[src/rtl/rs_pkg.sv]
package rs_pkg;

  typedef enum logic [1:0] {
    PKT_ACT   = 2'b00,
    PKT_COLRD = 2'b01,
    PKT_COLWR = 2'b10,
    PKT_PRE   = 2'b11
  } pkt_e;

  function automatic int unsigned max_u(input int unsigned a, input int unsigned b);
    return (a > b) ? a : b;
  endfunction

endpackage

[src/rtl/rs_slot_phase.sv]
module rs_slot_phase #(
  parameter int unsigned ACT_GAP = 4
) (
  input  logic clk,
  input  logic rst_n,
  output logic act_next_o
);
  localparam int unsigned PH_W = (ACT_GAP > 2) ? $clog2(ACT_GAP) : 1;
  localparam logic [PH_W-1:0] PH_LAST = PH_W'(ACT_GAP - 1);

  logic [PH_W-1:0] ph_q, ph_d;

  always_comb begin
    if (ph_q == PH_LAST) ph_d = '0;
    else                 ph_d = ph_q + 1'b1;
  end

  always_ff @(posedge clk or negedge rst_n) begin
    if (!rst_n) ph_q <= '0;
    else        ph_q <= ph_d;
  end

  assign act_next_o = (ph_q == PH_LAST);
endmodule

[src/rtl/rs_bank_timer.sv]
module rs_bank_timer #(
  parameter int unsigned NBANK  = 8,
  parameter int unsigned BANK_W = 3,
  parameter int unsigned CNT_W  = 5
) (
  input  logic              clk,
  input  logic              rst_n,
  input  logic              load_i,
  input  logic [BANK_W-1:0] load_bank_i,
  input  logic [CNT_W-1:0]  load_val_i,
  output logic [NBANK-1:0]  busy_o
);
  for (genvar b = 0; b < NBANK; b++) begin : g_bank
    logic [CNT_W-1:0] cnt_q, cnt_d;
    logic             hit;

    assign hit = load_i && (load_bank_i == BANK_W'(b));

    always_comb begin
      cnt_d = cnt_q;
      if (hit)               cnt_d = load_val_i;
      else if (cnt_q != '0)  cnt_d = cnt_q - 1'b1;
    end

    always_ff @(posedge clk or negedge rst_n) begin
      if (!rst_n) cnt_q <= '0;
      else        cnt_q <= cnt_d;
    end

    assign busy_o[b] = (cnt_q != '0);
  end
endmodule

[src/rtl/rs_txn_slot.sv]
module rs_txn_slot #(
  parameter int unsigned BANK_W  = 3,
  parameter int unsigned AGE_W   = 4,
  parameter int unsigned WR_COL0 = 1,
  parameter int unsigned RD_COL0 = 5,
  parameter int unsigned COL_GAP = 2,
  parameter int unsigned DQ_LAT  = 6,
  parameter int unsigned WR_PRE  = 14,
  parameter int unsigned RD_PRE  = 10
) (
  input  logic              clk,
  input  logic              rst_n,
  input  logic              load_i,
  input  logic              write_i,
  input  logic [BANK_W-1:0] bank_i,
  output logic              active_o,
  output logic              write_o,
  output logic [BANK_W-1:0] bank_o,
  output logic              act_o,
  output logic              col_o,
  output logic              dq_o,
  output logic              pre_o
);
  import rs_pkg::*;

  localparam int unsigned WR_LAST_I = max_u(WR_PRE, WR_COL0 + DQ_LAT + COL_GAP);
  localparam int unsigned RD_LAST_I = max_u(RD_PRE, RD_COL0 + DQ_LAT + COL_GAP);

  localparam logic [AGE_W-1:0] WR_C0   = AGE_W'(WR_COL0);
  localparam logic [AGE_W-1:0] WR_C1   = AGE_W'(WR_COL0 + COL_GAP);
  localparam logic [AGE_W-1:0] RD_C0   = AGE_W'(RD_COL0);
  localparam logic [AGE_W-1:0] RD_C1   = AGE_W'(RD_COL0 + COL_GAP);
  localparam logic [AGE_W-1:0] WR_D0   = AGE_W'(WR_COL0 + DQ_LAT);
  localparam logic [AGE_W-1:0] WR_D1   = AGE_W'(WR_COL0 + DQ_LAT + COL_GAP);
  localparam logic [AGE_W-1:0] RD_D0   = AGE_W'(RD_COL0 + DQ_LAT);
  localparam logic [AGE_W-1:0] RD_D1   = AGE_W'(RD_COL0 + DQ_LAT + COL_GAP);
  localparam logic [AGE_W-1:0] WR_P    = AGE_W'(WR_PRE);
  localparam logic [AGE_W-1:0] RD_P    = AGE_W'(RD_PRE);
  localparam logic [AGE_W-1:0] WR_LAST = AGE_W'(WR_LAST_I);
  localparam logic [AGE_W-1:0] RD_LAST = AGE_W'(RD_LAST_I);

  logic              active_q, active_d;
  logic              write_q, write_d;
  logic [BANK_W-1:0] bank_q, bank_d;
  logic [AGE_W-1:0]  age_q, age_d;
  logic [AGE_W-1:0]  last_age;

  assign last_age = write_q ? WR_LAST : RD_LAST;

  always_comb begin
    active_d = active_q;
    write_d  = write_q;
    bank_d   = bank_q;
    age_d    = age_q;
    if (load_i) begin
      active_d = 1'b1;
      write_d  = write_i;
      bank_d   = bank_i;
      age_d    = '0;
    end else if (active_q) begin
      if (age_q == last_age) active_d = 1'b0;
      else                   age_d    = age_q + 1'b1;
    end
  end

  always_ff @(posedge clk or negedge rst_n) begin
    if (!rst_n) begin
      active_q <= 1'b0;
      write_q  <= 1'b0;
      bank_q   <= '0;
      age_q    <= '0;
    end else begin
      active_q <= active_d;
      write_q  <= write_d;
      bank_q   <= bank_d;
      age_q    <= age_d;
    end
  end

  assign active_o = active_q;
  assign write_o  = write_q;
  assign bank_o   = bank_q;
  assign act_o    = active_q && (age_q == '0);
  assign col_o    = active_q && (write_q ? (age_q == WR_C0 || age_q == WR_C1)
                                         : (age_q == RD_C0 || age_q == RD_C1));
  assign dq_o     = active_q && (write_q ? (age_q == WR_D0 || age_q == WR_D1)
                                         : (age_q == RD_D0 || age_q == RD_D1));
  assign pre_o    = active_q && (age_q == (write_q ? WR_P : RD_P));
endmodule

[src/rtl/rs_req_sched.sv]
module rs_req_sched #(
  parameter int unsigned NBANK   = 8,
  parameter int unsigned NSLOT   = 4,
  parameter int unsigned ACT_GAP = 4,
  parameter int unsigned COL_GAP = 2,
  parameter int unsigned WR_COL0 = 1,
  parameter int unsigned RD_COL0 = 5,
  parameter int unsigned DQ_LAT  = 6,
  parameter int unsigned WR_PRE  = 14,
  parameter int unsigned RD_PRE  = 10,
  parameter int unsigned WR_TRC  = 20,
  parameter int unsigned RD_TRC  = 16
) (
  input  logic                     clk,
  input  logic                     rst_n,
  input  logic                     txn_valid,
  output logic                     txn_ready,
  input  logic                     txn_write,
  input  logic [$clog2(NBANK)-1:0] txn_bank,
  output logic                     req_valid,
  output logic [1:0]               req_type,
  output logic [$clog2(NBANK)-1:0] req_bank,
  output logic                     dq_valid,
  output logic                     dq_write,
  output logic [$clog2(NBANK)-1:0] dq_bank
);
  import rs_pkg::*;

  localparam int unsigned BANK_W   = $clog2(NBANK);
  localparam int unsigned SLOT_W   = (NSLOT > 1) ? $clog2(NSLOT) : 1;
  localparam int unsigned CNT_W    = $clog2(max_u(WR_TRC, RD_TRC));
  localparam int unsigned LAST_MAX = max_u(max_u(WR_PRE, RD_PRE),
                                           max_u(WR_COL0, RD_COL0) + DQ_LAT + COL_GAP);
  localparam int unsigned AGE_W    = $clog2(LAST_MAX + 1);

  logic              act_next;
  logic [NBANK-1:0]  bank_busy;
  logic              accept;
  logic              dir_q, dir_d;
  logic              any_active, dir_ok, free_any;
  logic [SLOT_W-1:0] free_idx;
  logic [NSLOT-1:0]  load_vec, active_vec, write_vec;
  logic [NSLOT-1:0]  act_vec, col_vec, dq_vec, pre_vec;
  logic [BANK_W-1:0] slot_bank [NSLOT];

  rs_slot_phase #(.ACT_GAP(ACT_GAP)) u_phase (
    .clk        (clk),
    .rst_n      (rst_n),
    .act_next_o (act_next)
  );

  rs_bank_timer #(.NBANK(NBANK), .BANK_W(BANK_W), .CNT_W(CNT_W)) u_btimer (
    .clk         (clk),
    .rst_n       (rst_n),
    .load_i      (accept),
    .load_bank_i (txn_bank),
    .load_val_i  (txn_write ? CNT_W'(WR_TRC - 1) : CNT_W'(RD_TRC - 1)),
    .busy_o      (bank_busy)
  );

  // lowest free tracker wins
  always_comb begin
    free_any = 1'b0;
    free_idx = '0;
    for (int i = NSLOT - 1; i >= 0; i--) begin
      if (!active_vec[i]) begin
        free_any = 1'b1;
        free_idx = SLOT_W'(i);
      end
    end
  end

  assign any_active = |active_vec;
  assign dir_ok     = !any_active || (dir_q == txn_write);
  assign txn_ready  = act_next && free_any && dir_ok && !bank_busy[txn_bank];
  assign accept     = txn_valid && txn_ready;

  always_comb begin
    dir_d = dir_q;
    if (accept) dir_d = txn_write;
  end

  always_ff @(posedge clk or negedge rst_n) begin
    if (!rst_n) dir_q <= 1'b0;
    else        dir_q <= dir_d;
  end

  for (genvar s = 0; s < NSLOT; s++) begin : g_slot
    assign load_vec[s] = accept && (free_idx == SLOT_W'(s));

    rs_txn_slot #(
      .BANK_W (BANK_W), .AGE_W (AGE_W),
      .WR_COL0(WR_COL0), .RD_COL0(RD_COL0), .COL_GAP(COL_GAP),
      .DQ_LAT (DQ_LAT),  .WR_PRE (WR_PRE),  .RD_PRE (RD_PRE)
    ) u_slot (
      .clk      (clk),
      .rst_n    (rst_n),
      .load_i   (load_vec[s]),
      .write_i  (txn_write),
      .bank_i   (txn_bank),
      .active_o (active_vec[s]),
      .write_o  (write_vec[s]),
      .bank_o   (slot_bank[s]),
      .act_o    (act_vec[s]),
      .col_o    (col_vec[s]),
      .dq_o     (dq_vec[s]),
      .pre_o    (pre_vec[s])
    );
  end

  // merge: the fixed slot phases keep at most one source active per cycle
  always_comb begin
    req_valid = 1'b0;
    req_type  = PKT_ACT;
    req_bank  = '0;
    dq_valid  = 1'b0;
    dq_write  = 1'b0;
    dq_bank   = '0;
    for (int i = 0; i < NSLOT; i++) begin
      if (act_vec[i]) begin
        req_valid = 1'b1;
        req_type  = PKT_ACT;
        req_bank  = slot_bank[i];
      end
      if (col_vec[i]) begin
        req_valid = 1'b1;
        req_type  = write_vec[i] ? PKT_COLWR : PKT_COLRD;
        req_bank  = slot_bank[i];
      end
      if (pre_vec[i]) begin
        req_valid = 1'b1;
        req_type  = PKT_PRE;
        req_bank  = slot_bank[i];
      end
      if (dq_vec[i]) begin
        dq_valid = 1'b1;
        dq_write = write_vec[i];
        dq_bank  = slot_bank[i];
      end
    end
  end
endmodule

[config.mk]
export PLATFORM = sky130hd
export DESIGN_NAME = rs_req_sched
export DESIGN_NICKNAME = d
export VERILOG_FILES = /design/src/rtl/rs_pkg.sv /design/src/rtl/rs_slot_phase.sv /design/src/rtl/rs_bank_timer.sv /design/src/rtl/rs_txn_slot.sv /design/src/rtl/rs_req_sched.sv
export SDC_FILE = /design/constraint.sdc
export NUM_CORES = 1
export LEC_CHECK = 0
export BUFFER_PORTS_ARGS = -buffer_cell sky130_fd_sc_hd__buf_2
export CAP_MARGIN = 25
export CORE_ASPECT_RATIO = 0.9
export CORE_MARGIN = 2
export CORE_UTILIZATION = 50
export CTS_CLUSTER_DIAMETER = 100
export CTS_CLUSTER_SIZE = 16
export DETAILED_ROUTE_END_ITERATION = 16
export PLACE_DENSITY = 0.67
export SETUP_SLACK_MARGIN = 0.15
export SLEW_MARGIN = 0
export SYNTH_ARGS = -nofsm -noshare
export SYNTH_HDL_FRONTEND = slang
export SYNTH_SLANG_ARGS = --single-unit
[constraint.sdc]
create_clock -name clk -period 5.8 [get_ports clk]
set_clock_uncertainty 0.2 [all_clocks]
set_input_delay 0.29 -clock clk [delete_from_list [all_inputs] [get_ports clk]]
set_output_delay 0.29 -clock clk [all_outputs]
set_load 0.01 [all_outputs]
Yosys cells after proc, flatten, opt, wreduce, memory -nomap -nowiden

Cells that the tools add are included.

Register bits: 79
Input bits: 7
Output and inout bits: 12
Word-level logic and storage cells: 293

Add/sub/neg operators: 13
$lt $le $gt $ge: 1
Eq/ne operators: 52
Multiplexer cells: 119
Reductions and logical operators: 82

Operator list:

| operator              | number |
|---|---|
| $mux W5               | 17 |
| $mux W3               | 20 |
| $eq A4 B4 Y1 const B  | 12 |
| $mux W2               | 24 |
| $mux W4               | 12 |
| $mux W1               | 45 |
| $reduce_bool A5 Y1    | 8 |
| $sub A5 B1 Y5 const B | 8 |
| $eq A4 B3 Y1 const B  | 8 |
| $eq A4 B4 Y1          | 8 |
| $logic_and A1 B1 Y1   | 32 |
| $reduce_bool A2 Y1    | 12 |
| $logic_or A1 B1 Y1    | 17 |
| $add A4 B1 Y4 const B | 4 |
| $eq A4 B1 Y1 const B  | 4 |
| $eq A4 B2 Y1 const B  | 4 |
| $logic_not A4 Y1      | 4 |
| $eq A3 B3 Y1 const B  | 4 |
| $ne A2 B1 Y1 const B  | 4 |
| $reduce_and A2 Y1     | 4 |
| $eq A2 B2 Y1 const B  | 3 |
| $eq A3 B2 Y1 const B  | 2 |
| $lt A3 B4 Y1 const B  | 1 |
| $reduce_or A4 Y1      | 1 |
| other kinds (8)       | 9 |

Longest topological paths before layout

Gate-level depths: netlist (run 1).

Word-level depth: 15
Gate-level depth with buffers: 9

Hierarchy

A second synthesis (run 1) with hierarchy kept.

Cell total of the unflattened synthesis: 546
Area, all modules: 5418.9 µm²

By module, submodules not included:

| module                             | times used | cells each | area an instance (µm²) | seq. area each (µm²) |
|---|---|---|---|---|
| rs_bank_timer                      | 1          | 229        | 2373.5                 | 1001.0 |
| rs_txn_slot (g_slot[0].u_slot ...) | 3          | 55         | 603.1                  | 225.2 |
| rs_txn_slot (g_slot[3].u_slot)     | 1          | 58         | 603.1                  | 225.2 |
| rs_req_sched                       | 1          | 90         | 566.8                  | 25.0 |
| rs_slot_phase                      | 1          | 4          | 66.3                   | 50.0 |

Least setup slack after synthesis (run 1)

OpenSTA, ideal clock, no wires.

Kind: register to register
From: reg u_btimer.g_bank[7].cnt_q[0]
To: reg g_slot[2].u_slot.write_q
Library setup time: 125 ps
Arrival time: 2465 ps
Required time: 5475 ps
Slack: 3010 ps
Stages on the path, launching flop included: 8
Buffers on the path: 0
Period minus slack after synthesis: 2790 ps
Path through: dfrtp_1 > inv_1 > ha_1 > nor4b_4 > mux2i_1 > mux4_2 > nor4_4 > mux2_4

Word-level cells in the longest chain between the ends: 7

RTL lines:

| what                          | RTL line            | text |
|---|---|---|
| start: declaration            | rs_bank_timer.sv:14 | `logic [CNT_W-1:0] cnt_q, cnt_d;` |
| start signal: assignment      | rs_bank_timer.sv:27 | `else cnt_q <= cnt_d;` |
| $reduce_bool A5 Y1            | rs_bank_timer.sv:30 | `assign busy_o[b] = (cnt_q != '0);` |
| $bmux W1 S3                   | rs_req_sched.sv:75  | `assign txn_ready = act_next && free_any && dir_ok && !bank_busy[txn_bank];` |
| $mux W1 (implied by the code) | rs_req_sched.sv:75  |  |
| $logic_not A1 Y1              | rs_req_sched.sv:75  |  |
| $logic_and A1 B1 Y1           | rs_req_sched.sv:75  |  |
| $logic_and A1 B1 Y1           | rs_req_sched.sv:76  | `assign accept = txn_valid && txn_ready;` |
| $logic_and A1 B1 Y1           | rs_req_sched.sv:89  | `assign load_vec[s] = accept && (free_idx == SLOT_W'(s));` |
| end signal: assignment        | rs_txn_slot.sv:74   | `write_q <= write_d;` |
| end: declaration              | rs_txn_slot.sv:43   | `logic write_q, write_d;` |

Every way passes these cells. The select of a mux whose other input is x is not followed.
A chain may end at the register's enable or synchronous reset.

Worst setup path in the final report (run 1)

From: reg g_slot[3].u_slot.age_q[1]
To: out dq_bank[0]

Word-level cells in the longest chain between the ends: 5

RTL lines:

| what                                       | RTL line                             | text |
|---|---|---|
| start: declaration                         | rs_txn_slot.sv:45                    | `logic [AGE_W-1:0] age_q, age_d;` |
| start signal: assignment                   | rs_txn_slot.sv:76                    | `age_q <= age_d;` |
| $eq A4 B4 Y1, or another cell as far along | rs_txn_slot.sv:87                    | `: (age_q == RD_D0 \|\| age_q == RD_D1));` |
| $logic_or A1 B1 Y1 (on tied branches)      | rs_txn_slot.sv:87, rs_txn_slot.sv:86 |  |
| $mux W1 (*)                                | rs_txn_slot.sv:86                    | `assign dq_o = active_q && (write_q ? (age_q == WR_D0 \|\| age_q == WR_D1)` |
| $logic_and A1 B1 Y1 (*)                    | rs_txn_slot.sv:86                    |  |
| $mux W3 (*)                                | rs_req_sched.sv:135                  | `if (dq_vec[i]) begin` |
| end: declaration                           | rs_req_sched.sv:25                   | `output logic [$clog2(NBANK)-1:0] dq_bank` |

Mark *: on every way between the ends. The rest lies on a longest branch, timed or not.

==> results of run 1 <==
[synthesized netlist by cell type, drive strengths merged (4+ instances only)]
| cell | number | area share [%] |
|---|---|---|
| o211ai | 7 | 1.0 |
| a221o | 4 | 0.78 |
| nand4 | 8 | 0.97 |
| xor2 | 5 | 0.85 |
| nor2b | 6 | 0.73 |
| o21ai | 46 | 4.5 |
| a211oi | 4 | 0.58 |
| mux2i | 16 | 3.1 |
| nand2b | 12 | 1.5 |
| nor2 | 34 | 2.5 |
| nor3 | 13 | 1.5 |
| nand3 | 11 | 1.1 |
| a22oi | 5 | 0.73 |
| ha | 25 | 6.1 |
| inv | 43 | 3.1 |
| mux2 | 17 | 3.9 |
| o32ai | 8 | 1.4 |
| clkbuf | 25 | 1.8 |
| dfrtp | 79 | 38 |
| o31ai | 7 | 1.0 |
| nand2 | 37 | 2.7 |
| o22ai | 11 | 1.3 |
| o221ai | 5 | 0.85 |
| nor3b | 4 | 0.58 |
| buf | 4 | 0.29 |
| a31oi | 5 | 0.61 |
| a21oi | 16 | 1.7 |
| xnor2 | 28 | 4.8 |
| nor4b | 8 | 3.7 |
| o21a | 4 | 0.58 |
| a32oi | 4 | 0.68 |
[where the power goes]
group / internal [W] / total (W) / leakage [nW] / switching, W
sequential: 0.000715 / 0.000910 / 0.969 / 0.000196
combinational: 0.000410 / 0.000795 / 1.26 / 0.000386
clock: 0.000356 / 0.000573 / 0.152 / 0.000217
[layer usage]
metal / up-vias / wire [µm] / part of all wire (%) / GRT usage (%)
met1: 1964 / 5520 / 49 / 29.1
met5: - / 0 / 0 / 0
met4: 0 / 216 / 1.9 / 9.23
met2: 72 / 5330 / 47 / 34.7
met3: 19 / 301 / 2.6 / 3.14
li1: 1964 / - / - / -
[placed cells by master (no fill, tap or decap), types with 5 or more instances in the layout]
cell type	instances
mux2i_1	16
nor2b_1	6
inv_1	43
a22oi_1	5
nand3_1	11
a31oi_1	5
o32ai_1	8
buf_2	17
nand2b_1	12
xor2_1	5
nor4b_4	8
a21oi_1	14
o211ai_1	7
xnor2_1	28
dfrtp_1	79
clkbuf_16	9
o21ai_0	22
o221ai_1	5
o22ai_1	11
o31ai_1	7
ha_1	25
mux2_1	10
nor3_1	12
o21ai_1	24
nor2_1	34
nand2_1	37
nand4_1	8
[layout make-up]
cell class,instances,area [µm²]
fill,870,4480
multi-input combinational,389,2890
sequential,79,1980
clock buffer,11,253
inverter,43,161
tap,129,161
timing repair buffer,20,130
clock inverter,5,56.3
[sequential cells by signal, summed over array words and instances, names as in the netlist]
signal and cells:
g_slot.u_slot.age_q 16, g_slot.u_slot.active_o 4, u_phase.ph_q 2, dir_q 1
g_slot.u_slot.bank_o 12, g_slot.u_slot.write_o 4, u_btimer.g_bank.cnt_q 40
[worst paths after layout]
| kind | end | cells after the start |
|---|---|---|
| setup / recovery | dq_bank[0] | 7 |
| hold / removal | g_slot[1].u_slot.bank_o[2]$_DFFE_PN0P_ | 2 |
| setup reg to reg | g_slot[0].u_slot.bank_o[1]$_DFFE_PN0P_ | 5 |
| hold reg to reg | u_phase.ph_q[0]$_DFF_PN0_ | 1 |
| max in group asynchronous | u_btimer.g_bank[6].cnt_q[2]$_DFFE_PN0P_ | 3 |
| min in group asynchronous | g_slot[1].u_slot.age_q[3]$_DFFE_PN0P_ | 2 |
[metrics by stage]
step | util [%] | power [W]
floorplan | - | 0.00153
global placement | 52.3 | 0.00167
detailed placement | 52.3 | 0.00171
CTS | 55.4 | 0.00229
global route | 55.7 | 0.00244
finish | 55.7 | 0.00228
[kinds of logic after synthesis]
kind of cell,count (synthesis),share of synthesized area (%)
xor+xnor,33,5.62
buf+inv,72,5.26
simple gates,156,18.7
mux,34,7.50
flops,79,38.5
fa+ha+maj,25,6.08
compound gates,141,18.4
[critical path, cell delays in order, from the launching register on]
cell and delay [ps]:
dfrtp_1 450, ha_1 270, inv_1 90, o41ai_1 640
o21ai_0 360, and2_1 280, a211oi_1 250, buf_2 180
==> impl_results.md, run 1 <==
- Final hold vios: 0
- Die ar.: 11100 µm²
- Vias in the first global route: 3993
- I/O pin total: 19
- Synth Net Count: 572
- Post-synthesis instance area: 5140 µm²
- Clock Tree Root: clkbuf_16
- Period utilization: 57.9%
- Final Non-Filler Cells: 676
- Critical path required time: 5310 ps
- Cts bufs inserted: 9
- Chip width: 111 µm
- Synth Flop Type: dfrtp_1
- Register area share after synthesis: 38.5%
- Crit Path Max Fanout: 7
- Final ANT Viol Nets: 0
- Crit path DAT: 2870 ps
- Final WS setup: 2440 ps
- Crit path time final: 3360 ps
- Design Area, Final: 5630 µm²
- Maximum clock path buffer count: 2
- Detail Placement HPWL: 8.19 mm
- Post-Place Cells: 658
- Worst Hold Class: input port to flop
- Syn avg cell area: 9.52 µm²
- Initial Util: 50.8%
- Worst Setup SP: g_slot[3].u_slot.age_q[1]$_DFFE_PN0P_
- DR vias/cell: 5.95
- Die Ht: 100 µm
- Critical path class: flop to primary output
- Setup Buffers After CTS: 0
- Synth warn: 0
- Clock transition at path regs: 60 ps
- Dpl ws: 2580 ps
- Hold Path Origin: txn_bank[2]
- CTS tree: yes
- First drt pass iteration count: 4
- # rows: 35
- Antenna cells: 0
- DRC viols: 0
- Share of layout cells above drive strength 1: 10.4%
- Final setup vio count: 0
- RSZ-0062 raised after global routing: no
- Area Overhead vs Synth: 9.56%
- Routed WL: 11.4 mm
- Wire length per cell: 16.8 µm
- Fmax: 298 MHz
- Synth Instances: 540
- First-pass GRT wire length: 19.5 mm
- Max IR drop VDD: 0.000262 V
- CTS sink cnt: 79
- GP Congestion: 0.857
- Clk_lat worst skew: 330 ps
- Initial antenna violation count: 0
- Unique masters post-synth: 59
- MaxCap Viol Count: 0
- Slew margin rel.: 54.0%
- Hold buffer count at cts: 1
- Pins Over Slew Limit: 0
- Largest net degree at the start of global routing: 80
- Pwr dens: 404 nW/µm²
- GRT Total Usage: 21.5%
- H-tree levels: 3
- FF-to-FF setup slack: 2510 ps
- Startpoint class of the critical path: flop
- Gr ovfl total: 0
- First DRT Iteration DRCs: 385
- Post-synth EDFFs: 0
- Status: finished clean
- Synth async-reset ratio: 100%
- Hold slack: 35.0 ps
- Final net count: 574
- Worst reg2reg startpoint: g_slot[3].u_slot.active_o$_DFF_PN0_
- Placed cell area: 5290 µm²
- CTS resizes: 0
- Worst slew pin tran: 683 ps
- Vias: 4019
- Yosys reg bits: 79
- CP endpoint kind: primary output
- Setup TNS Final: 0 ps
- Port bufs: 18
- CORE AREA: 10100 µm²
- LEAKAGE: 2.38 nW
No activity file was read; power rests on OpenSTA's default activity.
==> inputs of run 2 (changes only) <==
--- a/config.mk
+++ b/config.mk
@@ -13,7 +13,7 @@
 export CTS_CLUSTER_DIAMETER = 100
 export CTS_CLUSTER_SIZE = 16
 export DETAILED_ROUTE_END_ITERATION = 16
-export PLACE_DENSITY = 0.67
+export PLACE_DENSITY = 0.69
 export SETUP_SLACK_MARGIN = 0.15
 export SLEW_MARGIN = 0
 export SYNTH_ARGS = -nofsm -noshare
==> constraint.sdc (replaced) <==
create_clock -name clk -period 2.75 [get_ports clk]
set_clock_uncertainty 0.2 [all_clocks]
set_input_delay 0.1375 -clock clk [delete_from_list [all_inputs] [get_ports clk]]
set_output_delay 0.1375 -clock clk [all_outputs]
set_load 0.01 [all_outputs]
==> impl_results.md, run 2 (synthesis gave the netlist of run 1 again) <==
- Status: finished clean
- Most common cell after layout, fill and taps aside: dfrtp_1
- Final WS setup: 138 ps (-2300 ps)
- Worst slew pin tran: 685 ps (+1.97 ps)
- Post-Place Cells: 681 (+3.5%)
- Setup TNS Final: 0 ps (unchanged)
- Total Power: 0.00503 W (+120%)
- GRT Total Usage: 22.3% (+0.79 points)
- RSZ-0062 raised after global routing: yes
- Detail Placement HPWL: 8.33 mm (+1.6%)
- Chip width: 111 µm (unchanged)
- Clock Tree Root: clkbuf_16
- Final net count: 628 (+9.4%)
- Wire length per cell: 17.3 µm (+2.7%)
- Final hold vios: 0 (unchanged)
- # rows: 35 (unchanged)
- Fillers: 824 (-5.3%)
- Startpoint class of the critical path: flop
- Crit path DAT: 2620 ps (-250 ps)
- Clk_lat worst skew: 330 ps (about the same)
- Slew margin rel.: 53.8% (-0.22 points)
- Gr ovfl total: 0 (unchanged)
- Vias in the first global route: 4093 (+2.5%)
- CTS tree: yes
- Critical path class: flop to flop
- Fmax: 383 MHz
- Initial antenna violation count: 0 (unchanged)
- MaxCap Viol Count: 0 (unchanged)
- Clock transition at path regs: 60 ps (about the same)
- H-tree levels: 3 (unchanged)
- Final setup vio count: 0 (unchanged)
- Worst Hold Class: input port to flop
- Cts bufs inserted: 9 (unchanged)
- DR vias/cell: 5.82 (-2.1%)
- Critical path required time: 2760 ps (-2550 ps)
- Vias: 4245 (+5.6%)
- LEAKAGE: 2.64 nW (+11%)
- Area Overhead vs Synth: 23.6%
- Most frequent cells in the layout: dfrtp_1, buf_4, nand2_1
- First drt pass iteration count: 4 (unchanged)
- Dpl ws: 10.2 ps (-2570 ps)
- Maximum clock path buffer count: 2 (unchanged)
- CTS sink cnt: 79 (unchanged)
- Biggest register: u_btimer.g_bank.cnt_q
- Period utilization: 95.0%
- Largest net degree at the start of global routing: 80 (unchanged)
- Final ANT Viol Nets: 0 (unchanged)
- Routed WL: 12.6 mm (+11%)
- Pins Over Slew Limit: 0 (unchanged)
- Flip-flop count of the largest register after layout: 40 (unchanged)
- Share of layout cells above drive strength 1: 29.2% (+19 points)
- GP Congestion: 0.864 (+0.77%)
- I/O pin total: 19 (unchanged)
- Final Non-Filler Cells: 729 (+7.8%)
- Crit Path Max Fanout: 6 (-1)
- Port bufs: 18 (unchanged)
- First DRT Iteration DRCs: 372 (-3.4%)
- Die Ht: 100 µm (unchanged)
- Antenna cells: 0 (unchanged)
- CP endpoint kind: flop
- DRC viols: 0 (unchanged)
- Max IR drop VDD: 0.000548 V (+110%)
- Pwr dens: 792 nW/µm² (+96%)
- CORE AREA: 10100 µm² (unchanged)
- Initial Util: 50.8% (unchanged)
- First-pass GRT wire length: 20.1 mm (+3.3%)
- Final core utilization: 62.8% (+7.1 points)
- Die ar.: 11100 µm² (unchanged)
- Crit path time final: 2610 ps
==> run 2: cell count changes in the layout (fill, tap and decap cells not counted), moves of 7 or more <==
cell	change
buf_4	+47
buf_6	+8
dfrtp_1	-9
dfrtp_2	+9
ha_1	-15
ha_2	+8
ha_4	+7
inv_1	-11
inv_2	+10
o21ai_0	-7
==> run 2: worst max-delay path, stage by stage (launching register included) <==
cell,delay [ps]
dfrtp_1,400
inv_2,90
ha_4,160
nor4b_4,220
mux2i_1,120
mux4_2,620
nor4_4,210
buf_4,170
mux2_4,290
==> run 2: per-layer routing <==
metal  part of all wire (%)  global-route usage, %  up-vias
met4                   0.87                   6.15        0
met1                     48                   30.6     2085
met5                      0                      0        -
li1                       -                      -     2066
met3                    3.2                   3.32        8
met2                     48                   37.1       86
==> run 2: stage by stage <==
stage	hold WS (ps)	instance area, µm²
floorplan	-358	5160
global placement	170	5480
detailed placement	178	5480
CTS	40.4	5990
global route	87.9	6350
finish	55.5	6350
==> run 2: final timing paths <==
path / startpoint / end / slack [ps] / depth (start not counted)
worst max-delay path: u_btimer.g_bank[7].cnt_q[1]$_DFFE_PN0P_ / g_slot[2].u_slot.write_o$_DFFE_PN0P_ / 140 / 8
worst min-delay path: txn_bank[0] / g_slot[0].u_slot.bank_o[0]$_DFFE_PN0P_ / 60 / 2
worst max register to register: u_btimer.g_bank[7].cnt_q[1]$_DFFE_PN0P_ / g_slot[2].u_slot.write_o$_DFFE_PN0P_ / 140 / 8
worst min register to register: u_phase.ph_q[0]$_DFF_PN0_ / u_phase.ph_q[0]$_DFF_PN0_ / 240 / 1
max in group asynchronous: rst_n / g_slot[3].u_slot.write_o$_DFFE_PN0P_ / 1640 / 3
min in group asynchronous: rst_n / g_slot[0].u_slot.age_q[3]$_DFFE_PN0P_ / 100 / 2
==> run 2: where the power goes <==
part	total, W	internal (W)	leakage, nW	switching [W]
Combinational	0.00197	0.00105	1.54	0.000923
Sequential	0.00191	0.00151	0.959	0.000404
Clock	0.00115	0.000695	0.135	0.000452
Total	0.00503	0.00325	2.64	0.00178
==> run 2: timing repair <==
item,CTS,global route
setup buffers,11,19
pin swaps,8,18
gates resized for setup,31,56
hold endpoints to repair,80,0
gates cloned,0,0
setup endpoints to repair,37,56
hold buffers,2,0
==> run 2: cell type report <==
cell class	instances	area, µm²	area share (%)
multi-input combinational	389	3180	50.1
sequential	79	1990	31.3
timing repair buffer	74	573	9.02
clock buffer	11	233	3.66
inverter	43	165	2.60
tap	129	161	2.54
clock inverter	4	47.5	0.748
==> inputs of run 3 (changes only) <==
==> constraint.sdc (replaced) <==
create_clock -name clk -period 2.75 [get_ports clk]
set_clock_uncertainty 0.2 [all_clocks]
set_input_delay 0.55 -clock clk [delete_from_list [all_inputs] [get_ports clk]]
set_output_delay 0.55 -clock clk [all_outputs]
set_load 0.01 [all_outputs]
==> impl_results.md, run 3 (synthesis gave the netlist of run 1 again) <==
- Status: finished, violations left
- Failing checks: setup timing
- I/O pin total: 19 (unchanged)
- Final Non-Filler Cells: 754 (+3.4%)
- Critical path required time: 2000 ps (-760 ps)
- Gr ovfl total: 0 (unchanged)
- Period utilization: 106% (+11 points)
- Total Power: 0.00555 W (+10%)
- Setup TNS Final: -1210 ps (-1210 ps)
- Die Ht: 100 µm (unchanged)
- Pwr dens: 813 nW/µm² (+2.7%)
- Worst Hold Class: flop to flop
- LEAKAGE: 2.85 nW (+8.1%)
- Crit path DAT: 2170 ps (-450 ps)
- Clk_lat worst skew: 330 ps (about the same)
- Final net count: 653 (+4.0%)
- Crit Path Max Fanout: 5 (-1)
- DRC viols: 0 (unchanged)
- Area Overhead vs Synth: 32.9%
- Routed WL: 13.3 mm (+5.8%)
- Logic pwr share: 41.2% (+2.0 points)
- Detail Placement HPWL: 8.70 mm (+4.5%)
- GRT Total Usage: 23.9% (+1.7 points)
- Vias in the first global route: 4288 (+4.8%)
- Worst R2R Path Depth: 10 (+2)
- Sequential power share: 34.7% (-3.3 points)
- Share of layout cells above drive strength 1: 37.8% (+8.6 points)
- First drt pass iteration count: 5 (+1)
- Maximum clock path buffer count: 2 (unchanged)
- Fillers: 719 (-13%)
- # rows: 35 (unchanged)
- Flip-flop count of the largest register after layout: 40 (unchanged)
- CORE AREA: 10100 µm² (unchanged)
- GP Congestion: 0.919 (+6.3%)
- Most frequent cells in the layout: buf_4, dfrtp_1, nand2_1
- CTS sink cnt: 79 (unchanged)
- Post-Place Cells: 696 (+2.2%)
- Clock transition at path regs: 60 ps (about the same)
- Pins Over Slew Limit: 0 (unchanged)
- Crit path time final: 2920 ps (+308 ps)
- CP endpoint kind: primary output
- Final ANT Viol Nets: 0 (unchanged)
- Max IR drop VDD: 0.000441 V (-20%)
- Worst slew pin tran: 696 ps (+10.9 ps)
- MaxCap Viol Count: 0 (unchanged)
- WHS Path Cells: 1 (-1)
- Port bufs: 18 (unchanged)
- H-tree levels: 3 (unchanged)
- CTS tree: yes
- Hold slack: 231 ps (+176 ps)
- Critical path class: flop to primary output
- Biggest register: u_btimer.g_bank.cnt_q
- Largest net degree at the start of global routing: 51 (-36%)
- Wire length per cell: 17.7 µm (+2.3%)
- Final setup vio count: 11 (+11)
- Most common cell after layout, fill and taps aside: buf_4
- FF-to-FF setup slack: 10 ps (-130 ps)
- RSZ-0062 raised after global routing: yes
- Worst reg2reg startpoint: u_btimer.g_bank[7].cnt_q[1]$_DFFE_PN0P_
- Sw Share: 34.3% (-1.1 points)
- Final hold vios: 0 (unchanged)
- Fmax: 342 MHz (-11%)
- DR vias/cell: 5.93 (+1.8%)
- Final core utilization: 67.5% (+4.7 points)
- Clock Tree Root: clkbuf_16
- Hold EP: u_phase.ph_q[0]$_DFF_PN0_
- Cts bufs inserted: 9 (unchanged)
- Initial Util: 50.8% (unchanged)
- P_int: 0.00365 W (+12%)
- Die ar.: 11100 µm² (unchanged)
- Clock share of power: 24.2% (+1.4 points)
- Hold Path Origin: u_phase.ph_q[0]$_DFF_PN0_
- Vias: 4469 (+5.3%)
- First DRT Iteration DRCs: 268 (-28%)
- Final WS setup: -170 ps (-308 ps)
- Sw Pwr: 0.00190 W (+7.1%)
- Startpoint class of the critical path: flop
- Slew margin rel.: 53.1% (-0.74 points)
- Reg2reg end: g_slot[2].u_slot.bank_o[0]$_DFFE_PN0P_
- Antenna cells: 0 (unchanged)
- Initial antenna violation count: 0 (unchanged)
- Chip width: 111 µm (unchanged)
- First-pass GRT wire length: 21.6 mm (+7.7%)
[run 3: what timing repair did]
action / CTS / global route
hold endpoints to repair: 29 / 0
pin swaps: 23 / 22
gates resized for setup: 83 / 58
hold buffers: 1 / 0
buffers inserted: 23 / 19
gates cloned: 0 / 0
setup endpoints to repair: 20 / 51
[run 3: cell type report]
| cell class | instances | area (µm²) | share of cell area (%) |
|---|---|---|---|
| clock buffer | 11 | 233 | 3.41 |
| clock inverter | 4 | 95.1 | 1.39 |
| inverter | 43 | 164 | 2.40 |
| multi-input combinational | 389 | 3420 | 50.1 |
| sequential | 79 | 1990 | 29.2 |
| tap | 129 | 161 | 2.36 |
| timing repair buffer | 99 | 764 | 11.2 |
[run 3: how the worst max path moves through the flow]
stage | startpoint | to | slack [ps] | cells past startpoint
CTS | g_slot[3].u_slot.age_q[1]$_DFFE_PN0P_ | req_bank[1] | -150 | 9
global placement | g_slot[3].u_slot.age_q[0]$_DFFE_PN0P_ | req_bank[1] | 4 | 8
detailed placement | g_slot[3].u_slot.age_q[0]$_DFFE_PN0P_ | req_bank[1] | -4 | 8
finish | g_slot[3].u_slot.age_q[0]$_DFFE_PN0P_ | req_bank[0] | -170 | 8
floorplan | u_btimer.g_bank[7].cnt_q[1]$_DFFE_PN0P_ | g_slot[2].u_slot.write_o$_DFFE_PN0P_ | 30 | 7
global route | g_slot[3].u_slot.age_q[0]$_DFFE_PN0P_ | req_bank[1] | -240 | 8
[run 3: power groups by stage]
stage	Sequential (W)	Clock (W)	Combinational, W
detailed placement	0.00191	0	0.00179
global route	0.00197	0.00141	0.00253
global placement	0.00189	0	0.00171
finish	0.00193	0.00134	0.00229
floorplan	0.00179	0	0.00145
CTS	0.00191	0.00137	0.00209
[run 3: per-layer routing]
metal	part of all wire, %	track usage [%]
met1	48	33.6
met2	46	37.6
met3	3.8	4.17
met4	2.2	8.85
met5	0	0
[run 3: stage by stage]
| stage | setup WS (ps) | area, µm² |
|---|---|---|
| final | -170 | 6830 |
| after global routing | -243 | 6830 |
| after CTS | -150 | 6460 |
| after detailed placement | -4.07 | 5630 |
| after global placement | 4.35 | 5630 |
| after floorplan | 32.4 | 5190 |
[run 3: critical path: stages, from the launching register on]
cell	delay (ps)
dfrtp_2	470
ha_4	220
o21ai_4	190
a21oi_2	80
o31ai_2	220
buf_4	200
mux2i_2	260
a31oi_4	40
buf_2	140
